File: config.mk
export PLATFORM = sky130hd
export DESIGN_NAME = chain_matcher
export DESIGN_NICKNAME = d
export VERILOG_FILES = /design/src/rtl/chain_matcher.sv
export SDC_FILE = /design/constraint.sdc
export NUM_CORES = 2
export LEC_CHECK = 0
export ABC_CLOCK_PERIOD_IN_PS = 10010
export BUFFER_PORTS_ARGS = -buffer_cell sky130_fd_sc_hd__buf_4
export CAP_MARGIN = 20
export CELL_PAD_IN_SITES_DETAIL_PLACEMENT = 2
export CELL_PAD_IN_SITES_GLOBAL_PLACEMENT = 2
export CORE_UTILIZATION = 45
export CTS_CLUSTER_SIZE = 20
export DETAILED_ROUTE_END_ITERATION = 12
export GPL_TIMING_DRIVEN = 0
export PLACE_DENSITY = 0.9
export SYNTH_ARGS = -nofsm -noshare
export SYNTH_HDL_FRONTEND = slang
export SYNTH_SLANG_ARGS = --single-unit
export TNS_END_PERCENT = 10
File: constraint.sdc
create_clock -name clk -period 10.01 [get_ports clk]
set_input_delay 1.001 -clock clk [delete_from_list [all_inputs] [get_ports clk]]
set_output_delay 1.001 -clock clk [all_outputs]
set_load 0.01 [all_outputs]
File: src/rtl/chain_matcher.sv
module chain_matcher #(
  parameter int NCHAIN = 16,
  parameter int NSTAGE = 8,
  parameter int LW     = 8,
  parameter int CW     = 4,
  parameter int TW     = 4,
  parameter int OW     = 16,
  parameter int DEPTH  = 4,
  parameter logic [LW-1:0] DELIM = '1
) (
  input  logic                      clk,
  input  logic                      rst_n,
  input  logic                      in_valid,
  input  logic [LW-1:0]             in_byte,
  input  logic                      cfg_we,
  input  logic [1:0]                cfg_sel,
  input  logic [$clog2(NCHAIN)-1:0] cfg_chain,
  input  logic [$clog2(NSTAGE)-1:0] cfg_stage,
  input  logic [LW-1:0]             cfg_lo,
  input  logic [LW-1:0]             cfg_hi,
  input  logic                      rpt_ready,
  output logic                      rpt_valid,
  output logic [$clog2(NCHAIN)-1:0] rpt_chain,
  output logic [CW-1:0]             rpt_class,
  output logic [TW-1:0]             rpt_tree,
  output logic [OW-1:0]             rpt_offset,
  output logic                      rpt_ovf
);
  localparam int IW = $clog2(NCHAIN);
  localparam int NW = $clog2(NSTAGE + 1);
  localparam int PW = $clog2(DEPTH);
  localparam int KW = $clog2(DEPTH + 1);

  logic [LW-1:0] lo_q   [NCHAIN][NSTAGE];
  logic [LW-1:0] hi_q   [NCHAIN][NSTAGE];
  logic [CW-1:0] cls_q  [NCHAIN];
  logic [TW-1:0] tree_q [NCHAIN];
  logic [NW-1:0] nfeat_q;
  logic [NSTAGE:0] act_q [NCHAIN];
  logic [NCHAIN-1:0] hit;
  logic [OW-1:0] off_q;

  wire is_delim = in_valid && (in_byte == DELIM);

  // configuration store
  always_ff @(posedge clk) begin
    if (!rst_n) begin
      for (int c = 0; c < NCHAIN; c++) begin
        cls_q[c]  <= '0;
        tree_q[c] <= '0;
        for (int k = 0; k < NSTAGE; k++) begin
          lo_q[c][k] <= '1;
          hi_q[c][k] <= '0;
        end
      end
      nfeat_q <= NW'(NSTAGE);
    end else if (cfg_we) begin
      case (cfg_sel)
        2'd0: begin
          lo_q[cfg_chain][cfg_stage] <= cfg_lo;
          hi_q[cfg_chain][cfg_stage] <= cfg_hi;
        end
        2'd1: begin
          cls_q[cfg_chain]  <= cfg_lo[CW-1:0];
          tree_q[cfg_chain] <= cfg_hi[TW-1:0];
        end
        2'd2: begin
          if (cfg_lo == '0)                nfeat_q <= NW'(1);
          else if (cfg_lo > LW'(NSTAGE))   nfeat_q <= NW'(NSTAGE);
          else                             nfeat_q <= cfg_lo[NW-1:0];
        end
        default: ;
      endcase
    end
  end

  always_ff @(posedge clk) begin
    if (!rst_n)        off_q <= '0;
    else if (in_valid) off_q <= off_q + 1'b1;
  end

  // chain array
  for (genvar c = 0; c < NCHAIN; c++) begin : g_ch
    logic [NSTAGE-1:0] ok;
    for (genvar k = 0; k < NSTAGE; k++) begin : g_st
      assign ok[k] = act_q[c][k] && (NW'(k) < nfeat_q) &&
                     (in_byte >= lo_q[c][k]) && (in_byte <= hi_q[c][k]);
    end
    assign hit[c] = is_delim && act_q[c][nfeat_q];

    always_ff @(posedge clk) begin
      if (!rst_n)        act_q[c] <= '0;
      else if (is_delim) act_q[c] <= (NSTAGE+1)'(1);
      else if (in_valid) act_q[c] <= {ok, 1'b0};
    end

    AST_ONE_STAGE: assert property (@(posedge clk) disable iff (!rst_n)
      $onehot0(act_q[c]));
  end

  // report queue: one entry per delimiter group, drained lowest chain first
  logic [NCHAIN-1:0] mask_q [DEPTH];
  logic [OW-1:0]     offm_q [DEPTH];
  logic [PW-1:0]     rd_q, wr_q;
  logic [KW-1:0]     cnt_q;
  logic              ovf_q;
  logic [NCHAIN-1:0] head;
  logic [IW-1:0]     sel;
  logic              last, full, push_req, do_push, pop_one, pop_entry;

  assign head = mask_q[rd_q];
  always_comb begin
    sel = '0;
    for (int i = NCHAIN - 1; i >= 0; i--)
      if (head[i]) sel = IW'(i);
  end

  assign last      = (head & (head - 1'b1)) == '0;
  assign full      = cnt_q == KW'(DEPTH);
  assign push_req  = |hit;
  assign do_push   = push_req && !full;
  assign pop_one   = rpt_valid && rpt_ready;
  assign pop_entry = pop_one && last;

  always_ff @(posedge clk) begin
    if (!rst_n) begin
      rd_q  <= '0;
      wr_q  <= '0;
      cnt_q <= '0;
      ovf_q <= 1'b0;
      for (int e = 0; e < DEPTH; e++) begin
        mask_q[e] <= '0;
        offm_q[e] <= '0;
      end
    end else begin
      ovf_q <= push_req && full;
      if (do_push) begin
        mask_q[wr_q] <= hit;
        offm_q[wr_q] <= off_q;
        wr_q         <= wr_q + 1'b1;
      end
      if (pop_one && !last) mask_q[rd_q][sel] <= 1'b0;
      if (pop_entry)        rd_q <= rd_q + 1'b1;
      cnt_q <= cnt_q + KW'(do_push) - KW'(pop_entry);
    end
  end

  assign rpt_valid  = cnt_q != '0;
  assign rpt_chain  = sel;
  assign rpt_class  = cls_q[sel];
  assign rpt_tree   = tree_q[sel];
  assign rpt_offset = offm_q[rd_q];
  assign rpt_ovf    = ovf_q;

  AST_ASCENDING: assert property (@(posedge clk) disable iff (!rst_n)
    (pop_one && !last) |=> (rpt_chain > $past(rpt_chain)));
  AST_HOLD_STALL: assert property (@(posedge clk) disable iff (!rst_n)
    (rpt_valid && !rpt_ready) |=> (rpt_valid && $stable(rpt_chain) && $stable(rpt_offset)));
  AST_NO_OVERFLOW: assert property (@(posedge clk) disable iff (!rst_n)
    cnt_q <= KW'(DEPTH));
  AST_OVF_KEEPS_DATA: assert property (@(posedge clk) disable iff (!rst_n)
    rpt_ovf |-> rpt_valid);
  AST_RPT_FROM_DELIM: assert property (@(posedge clk) disable iff (!rst_n)
    $rose(rpt_valid) |-> $past(in_valid && in_byte == DELIM));
endmodule

==> flow_results.org, run 1 <==
** Placement
- Detailed-placement wirelength estimate :: a little over 500000 µm
- Once placement completed, the tool counted placed cells totaling about 18000.
- Routability-driven placement congestion ratio :: 1.05
- Buffers placed on the I/O ports in this run total between 50 and 60.

** Synth
- Counting flops and latches in the post-synthesis netlist gives roughly 2500.
- Prevailing post-synth register cell :: sky130_fd_sc_hd__edfxtp_1
- Mean Syn Cell Area :: ~11 µm²
- The largest total area in the synthesized netlist belongs to sky130_fd_sc_hd__edfxtp_1.
- Synth top cells by count :: sky130_fd_sc_hd__edfxtp_1, sky130_fd_sc_hd__ha_1, sky130_fd_sc_hd__inv_1
- Most common cell in the netlist :: sky130_fd_sc_hd__edfxtp_1
- The synthesized netlist contains 64 unique library cells.
- Number of cells produced by synthesis :: about 13000
- Of all flip-flops after synthesis, the portion carrying an async set or reset was 0.
- The share of the Yosys chip area taken by registers is 0.502.
- Sorting the synthesized cells by area gives the leading types as sky130_fd_sc_hd__edfxtp_1, sky130_fd_sc_hd__ha_1, sky130_fd_sc_hd__a21o_1, sky130_fd_sc_hd__inv_1, sky130_fd_sc_hd__or3_1.
- The synthesized design contains about 2400 enable-type register cells.
- Mapped Nets :: ~15000
- For this run, the number of Yosys warnings is 0.
- Netlist area before placement :: 146000 µm²
- Share of the synthesized area in the top cell type :: 0.489

** Clock tree
- The tree is rooted in a sky130_fd_sc_hd__clkbuf_16.
- Number of resized instances in the post-cts repair step :: 0
- TritonCTS Buffers :: approximately 290
- # hold bufs at CTS :: 0
- CTS Buffer Depth :: 4
- CTS H-tree depth :: 5
- Sinks on the clock net :: around 2500
- # Post-CTS Setup Buffers :: 0

** Die
- For this design the top-level I/O count stands at 68.
- For this configuration, the core starts out at a cell density of 0.453.
- The die is between 500 and 600 µm tall.
- From left edge to right edge, the die measures 571 µm.
- The floorplan has approximately 210 rows.

** Global routing
- Pin count of the biggest net entering global routing :: 84
- For this run, the total global-route usage over all layers was measured as 0.723.
- Initial antenna violation count :: roughly 280
- Global routing finished with a remaining overflow of just over 700.

** Run status
- Progress stopped at global routing (5_1_grt).
- The first error in the log reads "[ERROR GRT-0232] Routing congestion too high. Check the congestion heatmap in the GUI".
- The run stopped with a tool error.
[per-stage QoR]
step                hold slack [ns]  cell area [µm²]  setup WS [ns]
floorplan                     0.438           146000           2.15
global placement              0.448           151000          -6.77
CTS                           0.487           165000           2.91
detailed placement            0.472           156000           3.33
[cell families after synthesis]
group | after synthesis | synth area share
muxes | 89 | 0.0106
xor gates and xnor gates | 18 | 0.00108
adders and majority gates | 2057 | 0.177
and+or+nand+nor | 3649 | 0.147
AOI/OAI and AO/OA | 2191 | 0.0969
buffers and inverters | 2531 | 0.0658
DFF | 2464 | 0.502
[metal layers]
layer	GRT usage	GRT overflow
met1	0.706	25
met2	0.866	330
met3	0.596	49
met4	0.737	307
met5	0.403	10
==> inputs of run 2 (changes only) <==
- CELL_PAD_IN_SITES_DETAIL_PLACEMENT: 2 -> not set
- CELL_PAD_IN_SITES_GLOBAL_PLACEMENT: 2 -> not set
- CORE_UTILIZATION: 45 -> 40
- CTS_CLUSTER_SIZE: 20 -> not set
- PLACE_DENSITY: 0.9 -> not set
- PLACE_DENSITY_LB_ADDON: not set -> 0.15
==> run 2 against run 1 <==
Area after synthesis stayed put. Synthesized cell count did not move. The run now ends clean.
==> flow_results.org, run 2 <==
** Clock tree
- The maximum clock path buffer count came to 4 (unchanged).
- # hold bufs at CTS :: 0 (unchanged)
- CTS H-tree depth :: 5 (unchanged)
- Sinks on the clock net :: 2464 (unchanged)
- Number of resized instances in the post-cts repair step :: 0 (unchanged)
- The number of buffers created by CTS was 297 (+1.4%).
- Clk Latency, worst-skew pair :: between 0.9 and 1 ns
- Clock tree from TritonCTS :: yes
- # Post-CTS Setup Buffers :: 0 (unchanged)
- Clock root buffer :: sky130_fd_sc_hd__clkbuf_16
- After clock tree synthesis, the clock-pin slew on the worst setup and hold paths is ~0.060 ns.

** Die
- Die area :: 366000 µm²
- Die Width :: 605 µm (+6.0%)
- Core area :: ~360000 µm²
- The starting density of the core is 0.402 (-0.0510).
- Number of top-level design ports :: 68 (unchanged)
- Site Rows :: 221 (+6.3%)
- Die Span Y :: 605 µm (+6.0%)

** Placement
- The pre-CTS worst setup slack is 2.81 ns (-0.513 ns).
- Routability-driven placement congestion ratio :: 1.02 (-2.6%)
- The estimated wirelength of the detail-placed design is 412000 µm (-20%).
- The number of buffers inserted by port buffering came to 53 (unchanged).

** Finish
- The library cell used most frequently in the layout, excluding fill and tap cells, is sky130_fd_sc_hd__edfxtp_1.
- In the layout the commonest cells are sky130_fd_sc_hd__edfxtp_1, sky130_fd_sc_hd__ha_1, sky130_fd_sc_hd__inv_1.
- Layout filler cell count :: between 30000 and 40000
- Fraction of the core area covered by cells at the end of the flow :: 0.460
- The largest registers in the layout are hi_q x1024, lo_q x1024, act_q x130.
- Final #Nets :: between 15000 and 20000
- Of the cells placed in the final design, the portion with a size suffix greater than 1 is 0.0725.
- Area growth, synth to finish :: 14.4%

** Min path
- The worst hold path belongs to the class register to register.
- Hold path start :: mask_q[1][10]

** STA
- Final-report max-slew violation count :: 0
- Unrepaired setup endpoints after global routing :: false
- Slew @ Worst Pin :: between 1 and 1.5 ns
- Between clock sinks in the finished design, the worst skew comes to around 0.045 ns.
- Final setup vio count :: 0
- Number of hold violations in the final report :: 0
- Share of the clock period used by the worst path :: 0.668
- Post-route setup slack :: between 3 and 4 ns
- The smallest clock period supported by the final layout is computed as between 6 and 7 ns.
- Headroom to the max-slew limit came out at 0.0975.
- Total negative setup slack :: 0 ns
- Fmax :: around 0.15 GHz

** Routing
- In the final routed layout, each cell accounts on average for 30.2 µm.
- Length of the first detailed-routing pass in iterations :: 6
- In the routed design, unresolved DRC markers number 0.
- In the routed layout, each cell is associated on average with a via count of 5.74.
- Wires add up to about 570000 µm.
- Drt initial violations :: around 12000
- Across all layers, the routed design uses 107000 vias.
- Final ANT Viol Nets :: 0

** Synth
- Proportion of synthesized chip area in sequential cells :: 0.502 (unchanged)
- The number of library cell types mapped by synthesis came to 64 (unchanged).
- Most common cell in the netlist :: sky130_fd_sc_hd__edfxtp_1
- The fraction of synthesis flops using an asynchronous set or reset pin came to 0 (unchanged).
- The net count of the mapped netlist is 15100 (unchanged).
- The post-synthesis instance area came to 146000 µm² (unchanged).
- Number of cells produced by synthesis :: 13000 (unchanged)
- The synthesized area per cell came to 11.2 µm² (unchanged).
- Synth Warn # :: 0 (unchanged)
- The post-synthesis register bit count was 2464 (unchanged).
- Count of flip-flops with a built-in enable after synthesis :: 2370 (unchanged)
- After synthesis, the most frequently instantiated cells are sky130_fd_sc_hd__edfxtp_1, sky130_fd_sc_hd__ha_1, sky130_fd_sc_hd__inv_1.
- Library cell occupying the most area in the post-synthesis netlist :: sky130_fd_sc_hd__edfxtp_1
- In the synthesized netlist the dominant register cell turns out to be sky130_fd_sc_hd__edfxtp_1.
- Share of the synthesized area in the top cell type :: 0.489 (unchanged)
- By area the synthesized netlist is led by sky130_fd_sc_hd__edfxtp_1, sky130_fd_sc_hd__ha_1, sky130_fd_sc_hd__a21o_1, sky130_fd_sc_hd__inv_1, sky130_fd_sc_hd__or3_1.

** Critical path
- Type of origin of the critical path :: register
- Of all nets on the critical path, the largest fanout is 16.
- The most critical setup path has its startpoint at nfeat_q[0].
- Critical setup path kind :: register to register
- In this run the critical register-to-register path is launched from nfeat_q[0].
- For the worst setup path, the data required time is 10.56 ns.
- Data arrival at the endpoint of the critical path :: 7.24 ns
- The worst setup path is captured at a register.

** Power and ir drop
- Worst IR Drop VDD :: between 0.1 and 0.15 mV
- For this design the static power due to leakage is 75.6 nW.
- Power per cell area :: between 150 and 200 nW/µm²

** Global routing
- Pin count of the biggest net entering global routing :: 76
- Number of global-route vias before repair :: about 100k
- GRT Residual Overflow :: 0
- Across every metal layer, demand over resource in global routing totals 0.304.
- The first global-routing pass estimated approximately 800000 µm of wire.
- The number of antenna violations at the first check in global routing came to 77.

** Job
- Across the run, the number of max-cap violations was 0.

** Run status
- The flow ran to the end, and the final reports show no timing, DRC or antenna violations.
==> run 2: cell counts after synthesis <==
Identical to the previous run, type by type.
==> run 2: power breakdown <==
| part | internal, mW | switching (mW) | total, mW |
|---|---|---|---|
| logic | 1.30 | 2.41 | 3.71 |
| clock network | 5.77 | 4.58 | 10.4 |
| registers | 11.8 | 0.173 | 12.0 |
| total | 18.8 | 7.17 | 26.0 |
==> run 2: logic make-up after synthesis <==
logic type / after synthesis / synth area share
simple gates: 3649 / 0.147
buf+inv: 2531 / 0.0658
flops: 2464 / 0.502
compound gates: 2191 / 0.0969
fa+ha+maj: 2057 / 0.177
mux: 89 / 0.0106
xor+xnor: 18 / 0.00108
==> run 2: routing by layer <==
layer / vias to the layer above / part of all wire / global-route usage
li1: 47800 / - / -
met1: 53500 / 0.40 / 0.389
met2: 4810 / 0.45 / 0.483
met3: 1298 / 0.086 / 0.0560
met4: 24 / 0.064 / 0.170
met5: - / 0.00071 / 0
==> run 2: area by class of cell <==
type                            instances  area [µm²]  area share
Antenna cell                           53         133    0.000796
Buffer                                713        2820      0.0169
Clock buffer                          399        7920      0.0476
Clock inverter                        127         986     0.00592
Inverter                             1818        6830      0.0410
Multi-Input combinational cell       8004       63500       0.381
Sequential cell                      2464       73100       0.439
Tap cell                             4794        6000      0.0360
Timing Repair Buffer                  356        5270      0.0316
==> run 2: metrics by stage <==
stage / hold slack, ns / total power, mW / cell area [µm²] / std cells
after global placement: 0.448 / 15.5 / 152000 / 17800
after floorplan: 0.438 / 14.0 / 146000 / 13000
final: 0.472 / 26.0 / 167000 / 18700
after CTS: 0.470 / 26.0 / 166000 / 18700
after detailed placement: 0.462 / 15.8 / 157000 / 18100
after global routing: 0.495 / 26.8 / 166000 / 18700
==> run 2: path summary, 6_finish.rpt <==
check / endpoint / slack, ns / cells after the start
setup / recovery: offm_q[2][12] / 3.32 / 13
hold reg to reg: mask_q[1][10] / 0.47 / 2
hold / removal: mask_q[1][10] / 0.47 / 2
setup reg to reg: offm_q[2][12] / 3.32 / 13
==> run 2: critical path, cell delays in order (launching register included) <==
cell and delay, ns:
sky130_fd_sc_hd__dfxtp_1 0.30, sky130_fd_sc_hd__buf_2 0.24, sky130_fd_sc_hd__buf_4 0.38, sky130_fd_sc_hd__buf_2 0.52, sky130_fd_sc_hd__buf_2 0.44, sky130_fd_sc_hd__mux2i_1 0.24, sky130_fd_sc_hd__o22ai_1 0.15, sky130_fd_sc_hd__a221oi_1 1.07
sky130_fd_sc_hd__nand4_1 0.23, sky130_fd_sc_hd__nor4_2 0.46, sky130_fd_sc_hd__a21oi_1 0.33, sky130_fd_sc_hd__a21oi_1 0.94, sky130_fd_sc_hd__buf_2 0.48, sky130_fd_sc_hd__inv_1 0.43
(Power assumes the default switching activity.)
